## src/rtl/evtmr_pkg.sv

```systemverilog
package evtmr_pkg;
   typedef enum logic {
      MODE_FREE   = 1'b0,
      MODE_PWIDTH = 1'b1
   } evtmr_mode_e;
endpackage

```

## src/rtl/evtmr_match.sv

```systemverilog
module evtmr_match #(
   parameter int CNT_W = 16,
   parameter int NCH   = 4
) (
   input  logic [CNT_W-1:0]     count,
   input  logic [NCH*CNT_W-1:0] cmp_vals,
   output logic [NCH-1:0]       hit
);
   for (genvar m = 0; m < NCH; m++) begin : g_ch
      assign hit[m] = (count == cmp_vals[m*CNT_W +: CNT_W]);
   end
endmodule

```

## src/rtl/evtmr_capture.sv

```systemverilog
module evtmr_capture #(
   parameter int CNT_W = 16,
   parameter int NCH   = 4
) (
   input  logic                 clk,
   input  logic                 rst_n,
   input  logic                 step,
   input  logic [NCH-1:0]       trig,
   input  logic [CNT_W-1:0]     count,
   output logic [NCH*CNT_W-1:0] cap_vals
);
   for (genvar m = 0; m < NCH; m++) begin : g_ch
      always_ff @(posedge clk or negedge rst_n) begin
         if (!rst_n)
            cap_vals[m*CNT_W +: CNT_W] <= '0;
         else if (step && trig[m])
            cap_vals[m*CNT_W +: CNT_W] <= count;
      end
   end
endmodule

```

## src/rtl/evtmr_counter.sv

```systemverilog
module evtmr_counter #(
   parameter int CNT_W = 16
) (
   input  logic             clk,
   input  logic             rst_n,
   input  logic             run,
   input  logic             tick,
   input  logic             clr,
   output logic [CNT_W-1:0] count,
   output logic             fresh,
   output logic             wrap
);
   localparam logic [CNT_W-1:0] TOP = '1;

   assign wrap = run && tick && !fresh && !clr && (count == TOP);

   always_ff @(posedge clk or negedge rst_n) begin
      if (!rst_n) begin
         count <= TOP;
         fresh <= 1'b1;
      end else if (!run) begin
         count <= TOP;
         fresh <= 1'b1;
      end else if (tick) begin
         count <= clr ? '0 : count + 1'b1;
         fresh <= 1'b0;
      end
   end
endmodule

```

## src/rtl/evtmr_irq.sv

```systemverilog
module evtmr_irq #(
   parameter int NCH = 4
) (
   input  logic           clk,
   input  logic           rst_n,
   input  logic           step,
   input  logic           fresh,
   input  logic [NCH-1:0] hit,
   input  logic           wrap,
   input  logic           ovf_clr,
   output logic [NCH-1:0] cmp_irq,
   output logic           ovf_irq,
   output logic           ovf_flag
);
   always_ff @(posedge clk or negedge rst_n) begin
      if (!rst_n) begin
         cmp_irq  <= '0;
         ovf_irq  <= 1'b0;
         ovf_flag <= 1'b0;
      end else begin
         cmp_irq <= (step && !fresh) ? hit : '0;
         ovf_irq <= wrap;
         if (wrap)
            ovf_flag <= 1'b1;
         else if (ovf_clr)
            ovf_flag <= 1'b0;
      end
   end
endmodule

```

## src/rtl/evtmr_core.sv

```systemverilog
module evtmr_core #(
   parameter int CNT_W = 16,
   parameter int NCH   = 4,
   localparam int SEL_W = (NCH > 1) ? $clog2(NCH) : 1
) (
   input  logic                 clk,
   input  logic                 rst_n,
   input  logic                 run,
   input  logic                 tick,
   input  logic                 mode,
   input  logic                 clr_on_cmp,
   input  logic [SEL_W-1:0]     clr_sel,
   input  logic [NCH*CNT_W-1:0] cmp_vals,
   input  logic [NCH-1:0]       cap_trig,
   input  logic                 ovf_clr,
   output logic [CNT_W-1:0]     rd_count,
   output logic [NCH*CNT_W-1:0] cap_vals,
   output logic [NCH-1:0]       cmp_irq,
   output logic                 ovf_irq,
   output logic                 ovf_flag
);
   import evtmr_pkg::*;

   if (CNT_W < 2) begin : g_bad_w
      $error("evtmr_core: CNT_W must be at least 2");
   end
   if (NCH < 1) begin : g_bad_n
      $error("evtmr_core: NCH must be at least 1");
   end

   logic [CNT_W-1:0] count;
   logic             fresh;
   logic             wrap;
   logic [NCH-1:0]   hit;
   logic             sel_hit;
   logic             clr;
   logic             step;
   evtmr_mode_e      mode_e;

   assign mode_e  = evtmr_mode_e'(mode);
   assign step    = run && tick;
   assign sel_hit = (32'(clr_sel) < NCH) ? hit[clr_sel] : 1'b0;
   assign clr     = (clr_on_cmp && sel_hit)
                 || ((mode_e == MODE_PWIDTH) && (|cap_trig));
   assign rd_count = run ? count : '0;

   evtmr_counter #(.CNT_W(CNT_W)) u_cnt (
      .clk(clk), .rst_n(rst_n), .run(run), .tick(tick), .clr(clr),
      .count(count), .fresh(fresh), .wrap(wrap)
   );

   evtmr_match #(.CNT_W(CNT_W), .NCH(NCH)) u_match (
      .count(count), .cmp_vals(cmp_vals), .hit(hit)
   );

   evtmr_capture #(.CNT_W(CNT_W), .NCH(NCH)) u_cap (
      .clk(clk), .rst_n(rst_n), .step(step), .trig(cap_trig),
      .count(count), .cap_vals(cap_vals)
   );

   evtmr_irq #(.NCH(NCH)) u_irq (
      .clk(clk), .rst_n(rst_n), .step(step), .fresh(fresh), .hit(hit),
      .wrap(wrap), .ovf_clr(ovf_clr), .cmp_irq(cmp_irq),
      .ovf_irq(ovf_irq), .ovf_flag(ovf_flag)
   );
endmodule

```

## config.mk

```make
export PLATFORM = sky130hd
export DESIGN_NAME = evtmr_core
export DESIGN_NICKNAME = d
export VERILOG_FILES = /design/src/rtl/evtmr_pkg.sv /design/src/rtl/evtmr_match.sv /design/src/rtl/evtmr_capture.sv /design/src/rtl/evtmr_counter.sv /design/src/rtl/evtmr_irq.sv /design/src/rtl/evtmr_core.sv
export SDC_FILE = /design/constraint.sdc
export NUM_CORES = 1
export LEC_CHECK = 0
export CORE_AREA = 2 2 72 109
export CTS_CLUSTER_SIZE = 14
export DETAILED_ROUTE_END_ITERATION = 10
export DIE_AREA = 0 0 74 111
export DONT_BUFFER_PORTS = 1
export PLACE_DENSITY = 0.78
export SETUP_SLACK_MARGIN = 0.3
export SLEW_MARGIN = 10
export SYNTH_ARGS = -nofsm -noshare
export SYNTH_HDL_FRONTEND = slang
export SYNTH_SLANG_ARGS = --single-unit
```

## constraint.sdc

```tcl
create_clock -name clk -period 2.3 [get_ports clk]
set_input_delay 0.46 -clock clk [delete_from_list [all_inputs] [get_ports clk]]
set_output_delay 0.46 -clock clk [all_outputs]
set_load 0.01 [all_outputs]
```

* Word-level counts from Yosys, hierarchy flattened
Index checks and enable logic that the tools add are counted.
** Word-level totals
- Bits of input ports :: 77
- Output and inout port bits :: 86
- Memories kept :: 0
- Register bits :: 87
- Word-level logic and storage cells :: 43
- Bits in writable memories :: 0
- Memory bits (read-only) :: 0
- Latch bits :: 0
** Cells by class
- Bitwise gates (word level) :: 0
- Multiply operators :: 0
- $add $sub $neg :: 1
- Mux-type cells :: 11
- Reductions and logical operators :: 15
- Div/mod/pow operators :: 0
- Shift-type cells :: 0
- Eq/ne operators :: 6
- $lt $le $gt $ge :: 1
** Operator list (count)
- 16-bit == test :: 4
- 16-bit 2-to-1 mux :: 4
- 16-bit by 1-bit adder with 16-bit output, second input constant :: 1
- 16-bit == test, second input constant :: 1
- 1-bit logical AND :: 10
- 1-bit 2-to-1 mux :: 5
- 4-bit 2-to-1 mux :: 1
- 4-bit OR reduction :: 1
- 2-bit by 3-bit < comparator with 1-bit output, second input constant :: 1
- 1-bit binary-select mux with 2-bit select :: 1
- 1-bit logical NOT :: 2
- 2-bit by 1-bit inequality test with 1-bit output, second input constant :: 1
- 2-bit nonzero test :: 1
- 1-bit logical OR :: 1

* Longest topological paths before layout
Gate-level depths: netlist of the first run.
- Depth after elaboration :: 9
- Gate-level depth with buffers :: 9
- Mapped depth without buffers :: 7

* Cells and area by module
A second synthesis of the first run with hierarchy kept.
** Second synthesis, totals
- Cells, all modules :: 377
- Area total of the unflattened synthesis :: 4559.4 um2
** Modules (own cells, without submodules)
- evtmr_capture :: cells each 136, sequential area each 1601.5 um2, area each 2392.3 um2, instances 1
- evtmr_counter :: cells each 107, sequential area each 446.7 um2, area each 1014.7 um2, instances 1
- evtmr_match :: cells each 100, sequential area each 0.0 um2, area each 803.3 um2, instances 1
- evtmr_irq :: cells each 13, sequential area each 150.1 um2, area each 200.2 um2, instances 1
- evtmr_core :: cells each 21, sequential area each 0.0 um2, area each 148.9 um2, instances 1

* Worst setup path after synthesis of the first run
No wires, ideal clock.
- Path kind :: flip-flop to flip-flop
- Start :: register u_cnt.count[0]
- End :: register u_cnt.count[10]
- Buffers on the path :: 0
- Setup time :: 0.080 ns
- Cell stages (with the launch flop) :: 8
- Period minus slack after synthesis :: 1.935 ns
- Data arrival time :: 1.855 ns
- Setup slack :: 0.365 ns
- Data required time :: 2.220 ns
- Path through :: dfstp_2 ha_1 nand3_1 nor3_1 and4_1 mux2i_1 nand2_1 o221ai_2
** Between the ends
- Longest elaborated chain between the ends :: 8
- Elaborated cells between the ends (all ways) :: 12
- Those cells by class :: add/sub (1); eq/ne (4); mux (5); reduce/logical (2)
** Ends and longest elaborated chain
- from (decl) :: line evtmr_counter.sv:9 : output logic [CNT_W-1:0] count,
- from (signal assigned) :: line evtmr_counter.sv:25 : count <= clr ? '0 : count + 1'b1;
- 16-bit == test :: line evtmr_match.sv:10 : assign hit[m] = (count == cmp_vals[m*CNT_W +: CNT_W]);
- 1-bit binary-select mux with 2-bit select :: line evtmr_core.sv:42 : assign sel_hit = (32'(clr_sel) < NCH) ? hit[clr_sel] : 1'b0;
- 1-bit 2-to-1 mux (implied by the code) :: line evtmr_core.sv:42
- 1-bit logical AND :: line evtmr_core.sv:43 : assign clr = (clr_on_cmp && sel_hit)
- 1-bit logical OR :: line evtmr_core.sv:44 : || ((mode_e == MODE_PWIDTH) && (|cap_trig));
- 16-bit 2-to-1 mux (*) :: line evtmr_counter.sv:25
- 16-bit 2-to-1 mux (*) :: line evtmr_counter.sv:24 : end else if (tick) begin
- 16-bit 2-to-1 mux (*) :: line evtmr_counter.sv:21 : end else if (!run) begin
Every way passes the cells marked *; elsewhere a longest branch is shown, timed or not. The select of a mux whose other input is x is not followed.
A chain may end at the register's enable or synchronous reset.

* Final worst setup path of the first run
- Start :: register u_cnt.count[1]
- End :: register u_cnt.count[15]
The elaborated chain is that of the path after synthesis.

==> key figures, run 1 <==
Routing
  • DR DRC count: 0
  • Post-route ant nets: 0
  • Routed vias: 3608
  • Vias per cell: 6.21
  • DRT iter0 DRCs: 394
  • Drt wl/cell: 22.4 microns
  • Routed WL: 13000 microns
  • TritonRoute pass-1 iters: 5

Die
  • Io pins: 163
  • Die ar.: 8210 sq um
  • Die extent in y: 111 microns
  • Core area: 7370 sq um
  • Row count: 39
  • Die Width: 74 microns
  • Starting density of the core: 61.7%

Yosys
  • Post-Syn Nets: 544
  • Mapped Cells: 466
  • Synth area leader: dfrtp_1
  • Sequential fraction of the synthesis area: 48.3%
  • Syn avg cell area: 9.76 sq um
  • Synthesized cell area: 4550 sq um
  • Synth Warn #: 0
  • Synth cell types: 40
  • Area contributors post-synth: dfrtp_1 (39%), xor2_1 (12%), dfstp_2 (9.8%)
  • Dominant synthesized flop cell: dfrtp_1
  • Post-synth EDFFs: 0
  • #FFs+latches synth: 87
  • Synth top area share: 38.5%
  • Post-synth ARST share: 100%

Worst setup path
  • Largest stage delay on the critical path: 0.58 ns
  • CP Data Arrival Time: 2.32 ns
  • Slowest cell on crit path: dfstp_2
  • Crit path max fanout: 9
  • CP cell instances: buf_4, xor2_1, nor4_1, nand4_1, nand3_1, o2111a_2, clkbuf_16, o221ai_2
  • Worst Path Required: 2.55 ns
  • Startpoint Class: flip-flop
  • WS Path Type: reg2reg
  • Setup crit end kind: flip-flop

Clock tree
  • Number of buffers created by CTS: 9
  • CTS tree: done
  • Worst-path clk slew: 0.06 ns
  • CTS root buf: clkbuf_16
  • Clk buf depth: 2
  • CTS sink count: 87
  • Worst-Skew Late Latency: 0.34 ns
  • CTS H-tree lvls: 3

Timing
  • Tmin final: 2.07 ns
  • Final hold violation count: 80
  • FMAX: 483 MHz
  • Slew headroom: 69.8%
  • Worst Hold Margin: -0.190 ns
  • Unrepaired setup endpoints after global routing: true
  • Clock Skew: 0.00762 ns
  • Endpoints failing setup: 0
  • Worst slew pin tran: 0.449 ns
  • Setup TNS Final: 0 ns
  • Fin crit share: 90.1%
  • Max-slew violation count: 0

Finish
  • # diodes: 0
  • Area Growth Syn to Fin: 13.5%
  • Commonest non-fill, non-tap cells in the layout: nand2_1 (77), o21ai_0 (70), dfrtp_1 (70), xor2_1 (62), buf_4 (28)
  • Most common cell after layout, fill and taps aside: nand2_1
  • Final net count: 552
  • Layout cell share with drive strength beyond 1: 20.3%

Global routing
  • GR Util All Layers: 32.1%
  • Met2 GRT Util: 52.1%
  • Met1 GRT Util: 37.0%
  • M3 GR Usage: 10.1%
  • Vias in the first global route: 3598
  • Grt total ovfl: 0
  • Largest net degree at the start of global routing: 88
  • Busiest grt layer: met2
  • Initial antenna violation count: 0
  • First-pass GRT wire length: 19300 microns

Power
  • P_leak: 2.24 nW
  • Total power: 0.00418 W
  • Cell Pwr Density: 810 nW/um^2
  • Peak VDD IR: 0.577 mV

Status
  • Failing checks: hold timing
  • Run status: finished, violations left

Min path
  • Hold Crit Class: in2async

Placement
  • GP Congestion: 1.01
  • Port Buf Inserts: 0
  • Post-DP HPWL: 8740 microns

Job
  • MaxCap Viol Count: 0
-- final timing paths --
path / to / cells past startpoint / slack, ns / startpoint
setup / recovery: u_cnt.count[15] / 8 / 0.23 / u_cnt.count[1]
hold / removal: u_cap.cap_vals[18] / 0 / -0.19 / rst_n
setup reg to reg: u_cnt.count[15] / 8 / 0.23 / u_cnt.count[1]
hold reg to reg: u_cnt.fresh / 2 / 0.49 / u_cnt.fresh
max in group asynchronous: u_cnt.count[14] / 0 / 2.25 / rst_n
min in group clk: u_cnt.count[11] / 1 / 0.19 / run
-- cells by family after synthesis --
kind of cell / after synthesis / synth area share, %
simple gates: 152 / 16.4
compound gates: 96 / 13.7
flops: 87 / 48.3
xor+xnor: 64 / 12.3
buf+inv: 57 / 6.90
mux: 9 / 2.09
fa+ha+maj: 1 / 0.275
-- through the flow --
stage	util, %	hold WS (ns)	instances	instance area, sq um	setup WS, ns
after CTS	68.7	-0.197	577	5060	0.259
after detailed placement	62.3	0.167	547	4590	0.0951
after global placement	62.3	0.167	547	4590	0.139
after floorplan	-	0.164	466	4550	0.365
final	70.1	-0.190	581	5160	0.228
after global routing	70.1	-0.200	581	5160	0.106
-- worst max-delay path, delay by kind of cell (launching register included) --
family	cells	cell delay (ns)
flops	1	0.58
simple gates	3	0.64
buf+inv	2	0.32
xor+xnor	1	0.07
compound gates	2	0.37
-- sequential cells by signal, summed over array words and instances (netlist names) --
register and cells:
u_irq.ovf_flag 1, u_cap.cap_vals 64, u_irq.ovf_irq 1, u_cnt.fresh 1, u_cnt.count 16, u_irq.cmp_irq 4
-- layout make-up --
cell class              instances  area [sq um]
fillers                       546          2210
inverters                      17          63.8
multi-input cells             322          2110
flip-flops and latches         87          2200
clock buffers                  12           246
clock inverters                 4          30.0
well taps                     102           128
repair buffers                 37           387
-- per-layer routing --
metal  up-vias  part of all wire [%]
li1       1604                     -
met2       228                    49
met1      1718                    35
met5         -                     0
met3        58                    10
met4         0                   5.9
-- where the power goes --
| group | switching, W | internal, W |
|---|---|---|
| Sequential | 0.000314 | 0.00179 |
| Clock | 0.000579 | 0.000767 |
| Combinational | 0.000412 | 0.000321 |
-- Yosys cell counts, types with 2 or more instances --
| library cell | n |
|---|---|
| dfrtp_1 | 70 |
| xor2_1 | 64 |
| nor2_1 | 7 |
| nand3_1 | 16 |
| inv_1 | 17 |
| buf_4 | 2 |
| o21ai_0 | 70 |
| nand2_1 | 77 |
| nor4_1 | 16 |
| nor3_1 | 5 |
| nand4_1 | 7 |
| o221ai_1 | 6 |
| mux2i_1 | 5 |
| dfstp_2 | 17 |
| and2_1 | 15 |
| o221ai_2 | 9 |
| buf_2 | 7 |
| clkbuf_1 | 20 |
| mux2_2 | 4 |
| buf_6 | 9 |
| and4_1 | 2 |
| a21oi_1 | 3 |
-- repair_timing --
action	4_1_cts	5_1_grt
setup buffers	14	3
gates resized for setup	8	5
pin swaps	3	7
setup endpoints to repair	18	18
cloned	0	1
endpoints found under the hold margin	87	87
Note: power is estimated with default switching activity, not from simulation.
==> run 2, diff against run 1 <==
- CORE_AREA: 2 2 72 109 -> 5 5 75 112
- DIE_AREA: 0 0 74 111 -> 0 0 80 117
- GPL_TIMING_DRIVEN: not set -> 0
==> run 2 against run 1 <==
The run still ends with hold timing left. Total power increased by 7.7%. Critical path type unchanged. Fmax is 9.7% lower. Largest power group unchanged. Critical path depth stayed put. Global-route usage decreased by 0.47 points. Utilization rose by 4.9 points. Die area increased by 14%. Largest cell class is now multi-input gates. Highest routed layer unchanged. Count of clock-buffer cells in the layout down 1.
==> key figures, run 2 (synthesis results as in run 1) <==
Timing
  • Tmin final: 2.30 ns
  • Fin crit share: 99.8%
  • Worst Hold Margin: -0.198 ns
  • Setup TNS Final: 0 ns
  • FMAX: 436 MHz
  • Endpoints failing setup: 0
  • Slew headroom: 18.1%
  • Unrepaired setup endpoints after global routing: true
  • Max-slew violation count: 0
  • Final hold violation count: 86
  • Worst slew pin tran: 1.21 ns
  • Clock Skew: 0.00829 ns

Die
  • Io pins: 163
  • Die extent in y: 117 microns
  • Die Width: 80 microns
  • Starting density of the core: 61.3%
  • Core area: 7420 sq um
  • Die ar.: 9360 sq um
  • Row count: 39

Finish
  • Flip-flop count of the largest register after layout: 64
  • Register area: 2200 sq um
  • Regs by FF count: u_cap.cap_vals (64), u_cnt.count (16), u_irq.cmp_irq (4)
  • Biggest register: u_cap.cap_vals
  • Final net count: 592
  • Fill cells: 472
  • Layout cell share with drive strength beyond 1: 24.7%
  • # diodes: 0
  • Area Growth Syn to Fin: 22.2%
  • Most common cell after layout, fill and taps aside: nand2_1
  • Commonest non-fill, non-tap cells in the layout: nand2_1 (76), o21ai_0 (70), dfrtp_1 (70), xor2_1 (58), buf_4 (29)
  • Area taken by multi-input logic gates: 2220 sq um

Clock tree
  • Clk buf depth: 2
  • Number of buffers created by CTS: 9
  • CTS tree: done
  • CTS H-tree lvls: 3
  • Worst-path clk slew: 0.07 ns
  • Worst-Skew Late Latency: 0.35 ns
  • CTS sink count: 87
  • CTS root buf: clkbuf_16

Power
  • Total power: 0.00450 W
  • Peak VDD IR: 0.797 mV
  • Cell Pwr Density: 810 nW/um^2
  • P_leak: 2.38 nW

Worst setup path
  • WS Path Type: reg2reg
  • Startpoint Class: flip-flop
  • CP Data Arrival Time: 2.56 ns
  • Setup crit end kind: flip-flop
  • Crit path max fanout: 7
  • R2R cell count: 8
  • Worst Path Required: 2.57 ns

Global routing
  • Grt total ovfl: 0
  • Largest net degree at the start of global routing: 88
  • Vias in the first global route: 3945
  • First-pass GRT wire length: 21800 microns
  • GR Util All Layers: 31.7%
  • Initial antenna violation count: 0

Job
  • MaxCap Viol Count: 0

Status
  • Run status: finished, violations left
  • Failing checks: hold timing

Routing
  • DRT iter0 DRCs: 391
  • Drt wl/cell: 24.7 microns
  • Routed vias: 4033
  • DR DRC count: 0
  • Post-route ant nets: 0
  • Vias per cell: 6.49
  • TritonRoute pass-1 iters: 7
  • Routed WL: 15300 microns

Placement
  • Port Buf Inserts: 0
  • Post-DP HPWL: 9810 microns
  • GP Congestion: 0.840

Min path
  • Hold Crit Class: in2async
==> run 2: changes by cell type in the layout (fill, tap and decap cells not counted), moves of 3 or more <==
cell,change
xor2_1,-4
xor2_2,+4
o221ai_1,-3
buf_6,+18
buf_12,-5
clkbuf_1,+18
buf_8,+3
==> run 2: path summary, 6_finish.rpt <==
check,slack (ns),from,to
setup / recovery,0.005,u_cnt.count[1],u_cnt.count[15]
hold / removal,-0.20,rst_n,u_cap.cap_vals[18]
setup reg to reg,0.005,u_cnt.count[1],u_cnt.count[15]
hold reg to reg,0.55,u_cap.cap_vals[38],u_cap.cap_vals[38]
max in group asynchronous,2.28,rst_n,u_cnt.count[11]
min in group clk,0.22,ovf_clr,u_irq.ovf_flag
==> run 2: what timing repair did <==
action | 4_1_cts | 5_1_grt
pin swaps | 17 | 12
endpoints found under the setup margin | 18 | 22
setup buffers | 18 | 16
gates resized for setup | 28 | 28
endpoints found under the hold margin | 87 | 87
cloned | 2 | 1
==> run 2: area by class of cell <==
class / instances / area share (%)
inverters: 17 / 1.22
multi-input cells: 322 / 40.0
repair buffers: 37 / 6.08
flip-flops and latches: 87 / 39.5
plain buffers: 40 / 5.33
clock buffers: 11 / 4.37
clock inverters: 5 / 1.19
well taps: 102 / 2.30
==> run 2: routing by layer <==
layer	part of all wire, %	GRT usage (%)	routed length, microns	vias up
met3	11	10.6	1720	79
met1	33	35.7	4980	1960
li1	-	-	-	1683
met2	50	51.6	7670	311
met4	6.2	19.6	949	0
met5	0	0	0	-
==> run 2: through the flow <==
| stage | instance area (sq um) | setup WS (ns) | util [%] | std cells |
|---|---|---|---|---|
| floorplan | 4550 | 0.365 | - | 466 |
| global placement | 4680 | -0.0436 | 63.1 | 568 |
| detailed placement | 4680 | -0.0508 | 63.1 | 568 |
| CTS | 5290 | 0.151 | 71.3 | 604 |
| global route | 5560 | -0.107 | 75.0 | 621 |
| finish | 5560 | 0.00477 | 75.0 | 621 |
==> run 2: critical path, stage by stage, from the launching register on <==
cell and delay (ns):
dfstp_2 0.56, buf_6 0.17, nand3_1 0.22, nor4_4 0.28, buf_4 0.19, nand3_1 0.10, nor3_1 0.24, o21ai_0 0.21
o221ai_2 0.23
==> run 2: report_power, final <==
part / internal, W / total (W) / switching (W)
Clock: 0.000884 / 0.00153 / 0.000649
Sequential: 0.00178 / 0.00207 / 0.000283
Combinational: 0.000366 / 0.000902 / 0.000536
Total: 0.00303 / 0.00450 / 0.00147
==> run 3, diff against run 2 <==
- PLACE_DENSITY: 0.78 -> 0.79
==> run 3 against run 2 <==
The flow finishes with violations (hold timing, setup timing). Largest cell class unchanged. Final cell count is 1.1% lower. Via count stayed put. Cell area is 1.8% higher. Critical path type unchanged. Critical path depth is 1 higher. Total power is 0.40% lower.
==> key figures, run 3 (synthesis results as in run 1) <==
Status
  • Run status: finished, violations left
  • Failing checks: hold timing, setup timing

Finish
  • Flip-flop count of the largest register after layout: 64
  • Commonest non-fill, non-tap cells in the layout: nand2_1 (77), o21ai_0 (70), dfrtp_1 (70), xor2_1 (57), buf_6 (24)
  • Most common cell after layout, fill and taps aside: nand2_1
  • Layout cell share with drive strength beyond 1: 24.2%
  • Biggest register: u_cap.cap_vals
  • # diodes: 0
  • Regs by FF count: u_cap.cap_vals (64), u_cnt.count (16), u_irq.cmp_irq (4)
  • Area Growth Syn to Fin: 24.4%
  • Final net count: 586
  • Non-Filler Instances: 614

Worst setup path
  • Startpoint Class: flip-flop
  • Reg2reg start: u_cnt.count[3]
  • WS Path Type: reg2reg
  • Crit path max fanout: 6
  • Setup crit end kind: flip-flop
  • Worst Path Required: 2.53 ns
  • CP Data Arrival Time: 2.73 ns
  • Critical path origin: u_cnt.count[3]

Clock tree
  • Clk buf depth: 2
  • Number of buffers created by CTS: 9
  • Worst-path clk slew: 0.07 ns
  • CTS tree: done
  • CTS sink count: 87
  • CTS root buf: clkbuf_16
  • CTS H-tree lvls: 3
  • Worst-Skew Late Latency: 0.34 ns

Die
  • Die extent in y: 117 microns
  • Row count: 39
  • Starting density of the core: 61.3%
  • Die ar.: 9360 sq um
  • Core area: 7420 sq um
  • Io pins: 163
  • Die Width: 80 microns

Routing
  • DRT iter0 DRCs: 549
  • Post-route ant nets: 0
  • Drt wl/cell: 26.4 microns
  • TritonRoute pass-1 iters: 6
  • DR DRC count: 0
  • Vias per cell: 6.57
  • Routed WL: 16200 microns
  • Routed vias: 4033

Power
  • Peak VDD IR: 0.696 mV
  • Cell Pwr Density: 792 nW/um^2
  • P_leak: 2.40 nW

Timing
  • Max-slew violation count: 0
  • Worst Hold Margin: -0.199 ns
  • Slew headroom: 11.9%
  • Clock Skew: 0.00602 ns
  • Endpoints failing setup: 14
  • FMAX: 400 MHz
  • PnR worst setup slack: -0.200 ns
  • Fin crit share: 109%
  • Worst slew pin tran: 1.30 ns
  • Setup TNS Final: -1.28 ns
  • Unrepaired setup endpoints after global routing: true
  • Final hold violation count: 81
  • Tmin final: 2.50 ns

Global routing
  • Busiest grt layer: met2
  • GR Util All Layers: 31.5%
  • Vias in the first global route: 3945
  • Met2 GRT Util: 53.7%
  • M3 GR Usage: 8.96%
  • Grt total ovfl: 0
  • Met1 GRT Util: 33.9%
  • Initial antenna violation count: 0
  • Largest net degree at the start of global routing: 88
  • First-pass GRT wire length: 21700 microns

Placement
  • GP Congestion: 0.870
  • Port Buf Inserts: 0
  • Post-DP HPWL: 9750 microns
  • Placed cell count: 568

Job
  • MaxCap Viol Count: 0

Min path
  • Hold Crit Class: in2async
run 3: final cells by class:
| type | count | area [sq um] |
|---|---|---|
| Multi-Input combinational cell | 322 | 2330 |
| Sequential cell | 87 | 2200 |
| Fill cell | 465 | 1760 |
| Timing Repair Buffer | 31 | 352 |
| Buffer | 40 | 298 |
| Clock buffer | 10 | 229 |
| Tap cell | 102 | 128 |
| Clock inverter | 5 | 65.1 |
| Inverter | 17 | 63.8 |
run 3: critical path, cell delays in order (launching register included):
cell      delay, ns
dfstp_2        0.53
buf_6          0.14
xor2_1         0.47
nor4_1         0.12
nand4_1        0.20
nand3_1        0.12
o2111a_1       0.18
buf_6          0.14
buf_6          0.13
o311ai_1       0.33
run 3: layer usage:
metal	share of wire, %	wire length [microns]
met1	33	5300
met2	50	8080
met3	11	1840
met4	6.3	1020
met5	0	0
run 3: per-stage QoR:
| step | area, sq um | setup slack, ns | utilization (%) | hold slack [ns] | total power, W |
|---|---|---|---|---|---|
| after floorplan | 4550 | 0.365 | - | 0.164 | 0.00257 |
| after global placement | 4680 | -0.0720 | 63.1 | 0.167 | 0.00276 |
| after detailed placement | 4680 | -0.102 | 63.1 | 0.167 | 0.00280 |
| after CTS | 5360 | 0.101 | 72.2 | -0.196 | 0.00431 |
| after global routing | 5660 | -0.380 | 76.3 | -0.203 | 0.00462 |
| final | 5660 | -0.200 | 76.3 | -0.199 | 0.00448 |
run 3: power breakdown:
part           switching, W  total [W]  internal, W
clock              0.000636    0.00149     0.000850
combinational      0.000569   0.000926     0.000357
sequential         0.000287    0.00207      0.00178
total               0.00149    0.00448      0.00299
run 3: worst paths after layout:
kind	slack, ns	end	depth (start not counted)
setup / recovery	-0.20	u_cnt.count[3]	9
hold / removal	-0.20	u_cap.cap_vals[24]	0
setup reg to reg	-0.20	u_cnt.count[3]	9
hold reg to reg	0.51	u_cnt.fresh	2
max in group asynchronous	2.28	u_cnt.count[13]	0
min in group clk	0.21	u_irq.ovf_flag	1
run 3: repair_timing:
item	in CTS	in global routing
setup endpoints to repair	19	20
gates cloned	2	0
setup buffers	18	11
pin swaps	21	16
gates resized for setup	43	29
hold endpoints to repair	87	87
